[src/rtl/sar_pkg.sv]
package sar_pkg;
  typedef enum logic [2:0] {
    PH_IDLE, PH_ACQ, PH_LAUNCH, PH_CONV, PH_GAP
  } phase_t;

  localparam int GAP_TICKS = 2;

  // acquisition ticks per code: 0,2,4,6,8 then steps of 4 up to 20
  function automatic logic [4:0] acq_len(input logic [2:0] code);
    logic [4:0] c;
    c = {2'b00, code};
    if (code <= 3'd4) return c << 1;
    else return 5'd8 + ((c - 5'd4) << 2);
  endfunction
endpackage

[src/rtl/sar_trig_gate.sv]
module sar_trig_gate #(
  parameter int N_SRC = 2,
  localparam int SEL_W = (N_SRC > 1) ? $clog2(N_SRC) : 1
) (
  input  logic [SEL_W-1:0] sel_i,
  input  logic [N_SRC-1:0] evt_i,
  input  logic             go_set_i,
  output logic             start_req_o
);
  logic [N_SRC-1:0] picked;
  for (genvar g = 0; g < N_SRC; g++) begin : g_src
    assign picked[g] = evt_i[g] && (sel_i == SEL_W'(g));
  end
  assign start_req_o = go_set_i | (|picked);
endmodule

[src/rtl/sar_bit_engine.sv]
module sar_bit_engine #(
  parameter int RES_BITS = 10,
  localparam int IDX_W = $clog2(RES_BITS)
) (
  input  logic                clk,
  input  logic                arst_n,
  input  logic                run_i,
  input  logic                step_i,
  input  logic                cmp_i,
  output logic [RES_BITS-1:0] dac_o,
  output logic                done_o,
  output logic [RES_BITS-1:0] final_o
);
  logic [RES_BITS-1:0] code_q, trial_bit;
  logic [IDX_W-1:0]    idx_q;

  assign trial_bit = {{(RES_BITS-1){1'b0}}, 1'b1} << idx_q;
  assign dac_o     = code_q | trial_bit;
  assign done_o    = step_i && (idx_q == '0);
  assign final_o   = cmp_i ? dac_o : code_q;

  always_ff @(posedge clk or negedge arst_n) begin
    if (!arst_n) begin
      code_q <= '0;
      idx_q  <= IDX_W'(RES_BITS-1);
    end else if (!run_i) begin
      code_q <= '0;
      idx_q  <= IDX_W'(RES_BITS-1);
    end else if (step_i) begin
      code_q <= final_o;
      if (idx_q != '0) idx_q <= idx_q - 1'b1;
    end
  end
endmodule

[src/rtl/sar_seq_fsm.sv]
module sar_seq_fsm
  import sar_pkg::*;
#(
  parameter int RES_BITS = 10,
  parameter int CNT_W    = 5
) (
  input  logic                clk,
  input  logic                arst_n,
  input  logic                tick_i,
  input  logic                enable_i,
  input  logic                start_req_i,
  input  logic                go_clr_i,
  input  logic                flag_clr_i,
  input  logic                irq_en_i,
  input  logic                rc_clk_i,
  input  logic                sleep_i,
  input  logic [2:0]          acq_sel_i,
  input  logic                eng_done_i,
  input  logic [RES_BITS-1:0] eng_final_i,
  output logic                eng_run_o,
  output logic                busy_o,
  output logic                flag_o,
  output logic [RES_BITS-1:0] result_o,
  output logic                sample_o,
  output logic                hold_o,
  output logic                discharge_o,
  output logic                conv_on_o
);
  phase_t             ph_q;
  logic [CNT_W-1:0]   cnt_q;
  logic               busy_q, flag_q, pwr_off_q;
  logic [RES_BITS-1:0] res_q;
  logic [4:0]         acq_ticks;
  logic               active;

  assign acq_ticks = acq_len(acq_sel_i);
  assign active    = (ph_q == PH_ACQ) || (ph_q == PH_LAUNCH) || (ph_q == PH_CONV);

  always_ff @(posedge clk or negedge arst_n) begin
    if (!arst_n) begin
      ph_q <= PH_IDLE; cnt_q <= '0; busy_q <= 1'b0;
      flag_q <= 1'b0; pwr_off_q <= 1'b0; res_q <= '0;
    end else begin
      if (flag_clr_i) flag_q <= 1'b0;
      if (!enable_i) begin
        busy_q <= 1'b0; ph_q <= PH_IDLE; pwr_off_q <= 1'b0;
      end else begin
        if (start_req_i && !busy_q && !pwr_off_q) busy_q <= 1'b1;
        if (sleep_i && !rc_clk_i && busy_q) begin
          busy_q <= 1'b0; pwr_off_q <= 1'b1;
          if (active) begin ph_q <= PH_GAP; cnt_q <= CNT_W'(GAP_TICKS); end
        end else if (go_clr_i && busy_q) begin
          busy_q <= 1'b0;
          if (active) begin ph_q <= PH_GAP; cnt_q <= CNT_W'(GAP_TICKS); end
        end else begin
          unique case (ph_q)
            PH_IDLE: if (busy_q) begin
              if (acq_ticks != '0) begin
                ph_q <= PH_ACQ; cnt_q <= CNT_W'(acq_ticks);
              end else ph_q <= rc_clk_i ? PH_LAUNCH : PH_CONV;
            end
            PH_ACQ: if (tick_i) begin
              if (cnt_q == CNT_W'(1)) ph_q <= rc_clk_i ? PH_LAUNCH : PH_CONV;
              else cnt_q <= cnt_q - 1'b1;
            end
            PH_LAUNCH: if (tick_i) ph_q <= PH_CONV;
            PH_CONV: if (eng_done_i) begin
              res_q  <= eng_final_i;
              busy_q <= 1'b0;
              flag_q <= 1'b1;
              ph_q   <= PH_GAP;
              cnt_q  <= CNT_W'(GAP_TICKS);
              if (rc_clk_i && !irq_en_i) pwr_off_q <= 1'b1;
            end
            PH_GAP: if (tick_i) begin
              if (cnt_q == CNT_W'(1)) ph_q <= PH_IDLE;
              else cnt_q <= cnt_q - 1'b1;
            end
            default: ph_q <= PH_IDLE;
          endcase
        end
      end
    end
  end

  assign eng_run_o   = (ph_q == PH_CONV);
  assign busy_o      = busy_q;
  assign flag_o      = flag_q;
  assign result_o    = res_q;
  assign conv_on_o   = enable_i && !pwr_off_q;
  assign sample_o    = (ph_q == PH_ACQ) || ((ph_q == PH_IDLE) && enable_i && !pwr_off_q);
  assign hold_o      = (ph_q == PH_LAUNCH) || (ph_q == PH_CONV);
  assign discharge_o = (ph_q == PH_GAP);

  // the result only moves on a completion
  assert_result_on_done_R1: assert property (@(posedge clk) disable iff (!arst_n)
    !$stable(result_o) |-> (flag_o && !busy_o));
  // a fresh flag always lands in the discharge gap
  assert_flag_in_gap_R3: assert property (@(posedge clk) disable iff (!arst_n)
    $rose(flag_o) |-> discharge_o);
  // enable low forces busy off
  assert_disabled_idle_R7: assert property (@(posedge clk) disable iff (!arst_n)
    !enable_i |=> !busy_o);
  // sleep on a non-RC clock aborts and powers down
  assert_sleep_abort_R9: assert property (@(posedge clk) disable iff (!arst_n)
    (sleep_i && !rc_clk_i && busy_o && enable_i) |=> (!busy_o && !conv_on_o));
endmodule

[src/rtl/sar_conv_seq.sv]
module sar_conv_seq #(
  parameter int RES_BITS = 10
) (
  input  logic                clk,
  input  logic                rst_n,
  input  logic                mod_disable_i,
  input  logic                enable_i,
  input  logic                go_set_i,
  input  logic                go_clr_i,
  input  logic                flag_clr_i,
  input  logic                irq_en_i,
  input  logic                rc_clk_i,
  input  logic                sleep_i,
  input  logic                trig_sel_i,
  input  logic                trig_a_evt_i,
  input  logic                trig_b_evt_i,
  input  logic [2:0]          acq_sel_i,
  input  logic                tick_i,
  input  logic                cmp_i,
  output logic                busy_o,
  output logic                flag_o,
  output logic [RES_BITS-1:0] result_o,
  output logic [RES_BITS-1:0] dac_code_o,
  output logic                sample_o,
  output logic                hold_o,
  output logic                discharge_o,
  output logic                conv_on_o
);
  logic arst_n, tick_g, start_req, eng_run, eng_done;
  logic [RES_BITS-1:0] eng_dac, eng_final;

  assign arst_n = rst_n & ~mod_disable_i;   // disable holds reset
  assign tick_g = tick_i & ~mod_disable_i;

  sar_trig_gate #(.N_SRC(2)) u_trig (
    .sel_i(trig_sel_i), .evt_i({trig_b_evt_i, trig_a_evt_i}),
    .go_set_i(go_set_i), .start_req_o(start_req)
  );

  sar_bit_engine #(.RES_BITS(RES_BITS)) u_eng (
    .clk(clk), .arst_n(arst_n), .run_i(eng_run), .step_i(eng_run && tick_g),
    .cmp_i(cmp_i), .dac_o(eng_dac), .done_o(eng_done), .final_o(eng_final)
  );

  sar_seq_fsm #(.RES_BITS(RES_BITS), .CNT_W(5)) u_fsm (
    .clk(clk), .arst_n(arst_n), .tick_i(tick_g), .enable_i(enable_i),
    .start_req_i(start_req), .go_clr_i(go_clr_i), .flag_clr_i(flag_clr_i),
    .irq_en_i(irq_en_i), .rc_clk_i(rc_clk_i), .sleep_i(sleep_i),
    .acq_sel_i(acq_sel_i), .eng_done_i(eng_done), .eng_final_i(eng_final),
    .eng_run_o(eng_run), .busy_o(busy_o), .flag_o(flag_o), .result_o(result_o),
    .sample_o(sample_o), .hold_o(hold_o), .discharge_o(discharge_o),
    .conv_on_o(conv_on_o)
  );

  assign dac_code_o = hold_o ? eng_dac : '0;

  // phase controls never overlap
  assert_phase_excl_R12: assert property (@(posedge clk) disable iff (!arst_n)
    $onehot0({sample_o, hold_o, discharge_o}));
endmodule

[config.mk]
export PLATFORM = sky130hd
export DESIGN_NAME = sar_conv_seq
export DESIGN_NICKNAME = d
export VERILOG_FILES = /design/src/rtl/sar_pkg.sv /design/src/rtl/sar_trig_gate.sv /design/src/rtl/sar_bit_engine.sv /design/src/rtl/sar_seq_fsm.sv /design/src/rtl/sar_conv_seq.sv
export SDC_FILE = /design/constraint.sdc
export NUM_CORES = 1
export LEC_CHECK = 0
export ABC_AREA = 1
export BUFFER_PORTS_ARGS = -buffer_cell sky130_fd_sc_hd__buf_4
export CAP_MARGIN = 30
export CORE_ASPECT_RATIO = 1.1
export CORE_UTILIZATION = 53
export CTS_CLUSTER_SIZE = 20
export DETAILED_ROUTE_END_ITERATION = 16
export PLACE_DENSITY = 0.86
export SLEW_MARGIN = 5
export SYNTH_ARGS = -nofsm -noshare
export SYNTH_HDL_FRONTEND = slang
export SYNTH_SLANG_ARGS = --single-unit
[constraint.sdc]
create_clock -name clk -period 5.5 [get_ports clk]
set_input_delay 1.375 -clock clk [delete_from_list [all_inputs] [get_ports clk]]
set_output_delay 1.375 -clock clk [all_outputs]
set_load 0.05 [all_outputs]
==> results.toml <==
[worst_setup_path]
critical_path_class = "in -> out"
critical-path-max-stage-delay_ns = 0.21
worst_path_dominant_cell_family = "buffers and inverters"
critical_path_peak_fanout = 9
worst_ep_required_time_ns = 4.12
path_cells = "buf_4 > clkinv_1 > nor2_1 > nand2_1 > nand2_1 > buf_4"
crit_slowest_cell = "sky130_fd_sc_hd__nor2_1"
setup.worst_path.end_class = "output port"
worstReg2RegStart = "u_eng.idx_q[0]"
worstPathArrival_ns = 2.18
timing.critical_path.from = "enable_i"
cp_num_buf_inv = 3
startpoint_type = "input pin"

[floorplan]
rows = 24
design.core.area_um2 = 3994
fp.dieH_um = 70.16
die_width_um = 63.97
start_util = 0.5605
die-area_um2 = 4488
pin_count = 44

[grt]
global_route_wire_length_before_repair_um = 8569
grt_max_degree = 31
grt-ovfl-total = 0
track_usage = 0.2449
grt_pass1_vias = 1952
antenna_violations_before_repair = 0

[sta]
achievable-frequency_ghz = 0.2815
finalWorstPathRequiredPeriod_ns = 3.552
tightest_slew_ns = 0.6417
finClkSkew_ns = 0.003458
timing.final.hold_violations = 0
timing.slew.headroom = 0.5712
fin_ws_ns = 1.948
setup_viol = 0
grt_setup_unrepaired = "no"
final_period_util = 0.6458
finalMaxSlewViolations = 0
setup_tns_ns = 0

[drt]
detail_route.vias_per_cell = 5.117
drcViolationCount = 0
drt-wirelength-per-cell_um = 12.23
wl_um = 4805
via_count = 2011
detail-route-antenna-nets = 0
drt_iter0_markers = 109
number_of_optimization_iterations_in_the_first_detailed_route_pass = 5

[power_and_ir_drop]
internal_power_mw = 0.6024
combPwrFrac = 0.485
power.ir.vdd_worst_mv = 0.3072
total_leakage_power_nw = 1.331
sequentialPowerShare = 0.303
switching_fraction = 0.4498
p_per_area_nw_per_um2 = 400.0
switching_power_mw = 0.4925
clock_share_of_power = 0.212

[cells_and_area]
mostFrequentLayoutCell = "sky130_fd_sc_hd__nand2_1"
post_route_cells_drive_above_1_share = 0.2581
num_antenna_cells = 0
layout-area-overhead-vs-synth_pct = 22.30
finish.net_count = 365
most-common-layout-cells = "66 x sky130_fd_sc_hd__nand2_1, 44 x sky130_fd_sc_hd__inv_1, 43 x sky130_fd_sc_hd__buf_4, 33 x sky130_fd_sc_hd__dfrtp_1, 18 x sky130_fd_sc_hd__nor2_1"

[clock_network]
cts_resized = 0
clk_transition_reported_paths_ns = 0.07
cts_num_sinks = 35
cts_max_level = 2
cts_inserted_buffers = 5
cts.root.buffer_cell = "sky130_fd_sc_hd__clkbuf_8"
clk_latency_ns = 0.29
ctsLongestPathBuffers = 2
tritoncts = "yes"
number_of_hold_buffers_added_after_cts = 0
post_cts.repair.setup_buffers = 0

[yosys]
post-synth-top-area-cell = "sky130_fd_sc_hd__dfrtp_1"
synth_sequential_area_ratio = 0.3924
post_synth.cell_area_avg_um2 = 7.614
synth.net_count = 319
synth-seq-cells = 35
synthTopCellsByArea = "sky130_fd_sc_hd__dfrtp_1 37%, sky130_fd_sc_hd__nand2_1 11%, sky130_fd_sc_hd__inv_1 7.4%"
mappedNetlistArea_um2 = 2238
syn_inst = 294
netlist.area_leader.share = 0.3689
synth.lib_cells_used.distinct = 37
number_of_synthesis_warnings = 0

[run]
drv.max_cap_violation_count = 0

[placement]
place.port_buffers = 43
dp_slack_ns = 1.958
gp_congestion = 0.8602
dp.final_hpwl_um = 3623

[min_path]
worst_hold_startpoint = "u_fsm.result_o[5]"
worst_hold_path_type = "reg -> reg"

[status]
outcome = "complete, no violations"
-- state kept, by name (all words and copies together), names as in the netlist --
signal,count
u_eng.code_q,10
u_fsm.result_o,10
u_fsm.cnt_q,5
u_eng.idx_q,4
u_fsm.ph_q,3
u_fsm.busy_o,1
u_fsm.flag_o,1
u_fsm.pwr_off_q,1
-- area by class of cell --
type	count	area, um^2
clock inverter	3	43.79
timing repair buffer	44	342.8
tap	52	65.06
multi-input combinational	200	1132
fill	361	1256
clock buffer	5	68.82
inverter	54	206.4
sequential	35	878.3
-- Yosys cell counts (all sizes together) --
library cell	count
a211oi	10
a21o	1
a21oi	16
a31oi	3
buf	3
clkbuf	2
clkinv	3
dfrtp	33
dfstp	2
ha	7
inv	51
nand2	75
nand3	24
nand4	3
nor2	24
nor3	4
nor4	1
o21a	1
o21ai	27
o22ai	1
o31ai	1
xnor2	1
xor2	1
-- final timing paths --
| kind | cells past startpoint | endpoint | slack, ns |
|---|---|---|---|
| min | 2 | u_fsm.result_o[5] | 0.49 |
| min reg2reg | 2 | u_fsm.result_o[5] | 0.49 |
| min in group asynchronous | 3 | u_fsm.cnt_q[2] | 1.03 |
| max | 6 | sample_o | 1.95 |
| max in group asynchronous | 3 | u_eng.idx_q[0] | 3.96 |
| max reg2reg | 6 | u_fsm.flag_o | 3.51 |
-- cells by family after synthesis --
family | count (synthesis) | synth area share
simple gates | 131 | 0.2946
flops | 35 | 0.3924
buf+inv | 59 | 0.1051
xor+xnor | 2 | 0.007827
compound gates | 60 | 0.1610
fa+ha+maj | 7 | 0.03913
-- worst min-delay path: stages (launching register included) --
cell and delay, ns:
sky130_fd_sc_hd__dfrtp_1 0.34, sky130_fd_sc_hd__nand2_1 0.05, sky130_fd_sc_hd__o21ai_1 0.06
-- power by group through the flow --
| stage | clock network, mW | registers (mW) | logic, mW |
|---|---|---|---|
| floorplan | 0 | 0.324 | 0.430 |
| global placement | 0 | 0.335 | 0.516 |
| global route | 0.249 | 0.335 | 0.596 |
| CTS | 0.238 | 0.330 | 0.533 |
| detailed placement | 0 | 0.336 | 0.529 |
| finish | 0.232 | 0.331 | 0.531 |
-- layer usage --
layer	routed length (um)	up-vias	track usage
met3	270	7	0.05229
met2	2410	56	0.4113
li1	-	1044	-
met4	65	0	0.09091
met5	0	-	0
met1	2059	904	0.3058
-- per-stage QoR --
stage,util,power [mW],hold slack [ns],area [um^2],cells
final,0.6855,1.095,0.4927,2738,393
after global placement,0.6523,0.8503,0.4730,2605,384
after detailed placement,0.6573,0.8643,0.4817,2625,385
after global routing,0.6855,1.179,0.5271,2738,393
after CTS,0.6855,1.101,0.5005,2738,393
after floorplan,-,0.7542,0.4734,2238,294
No activity file was read; power rests on OpenSTA's default activity.
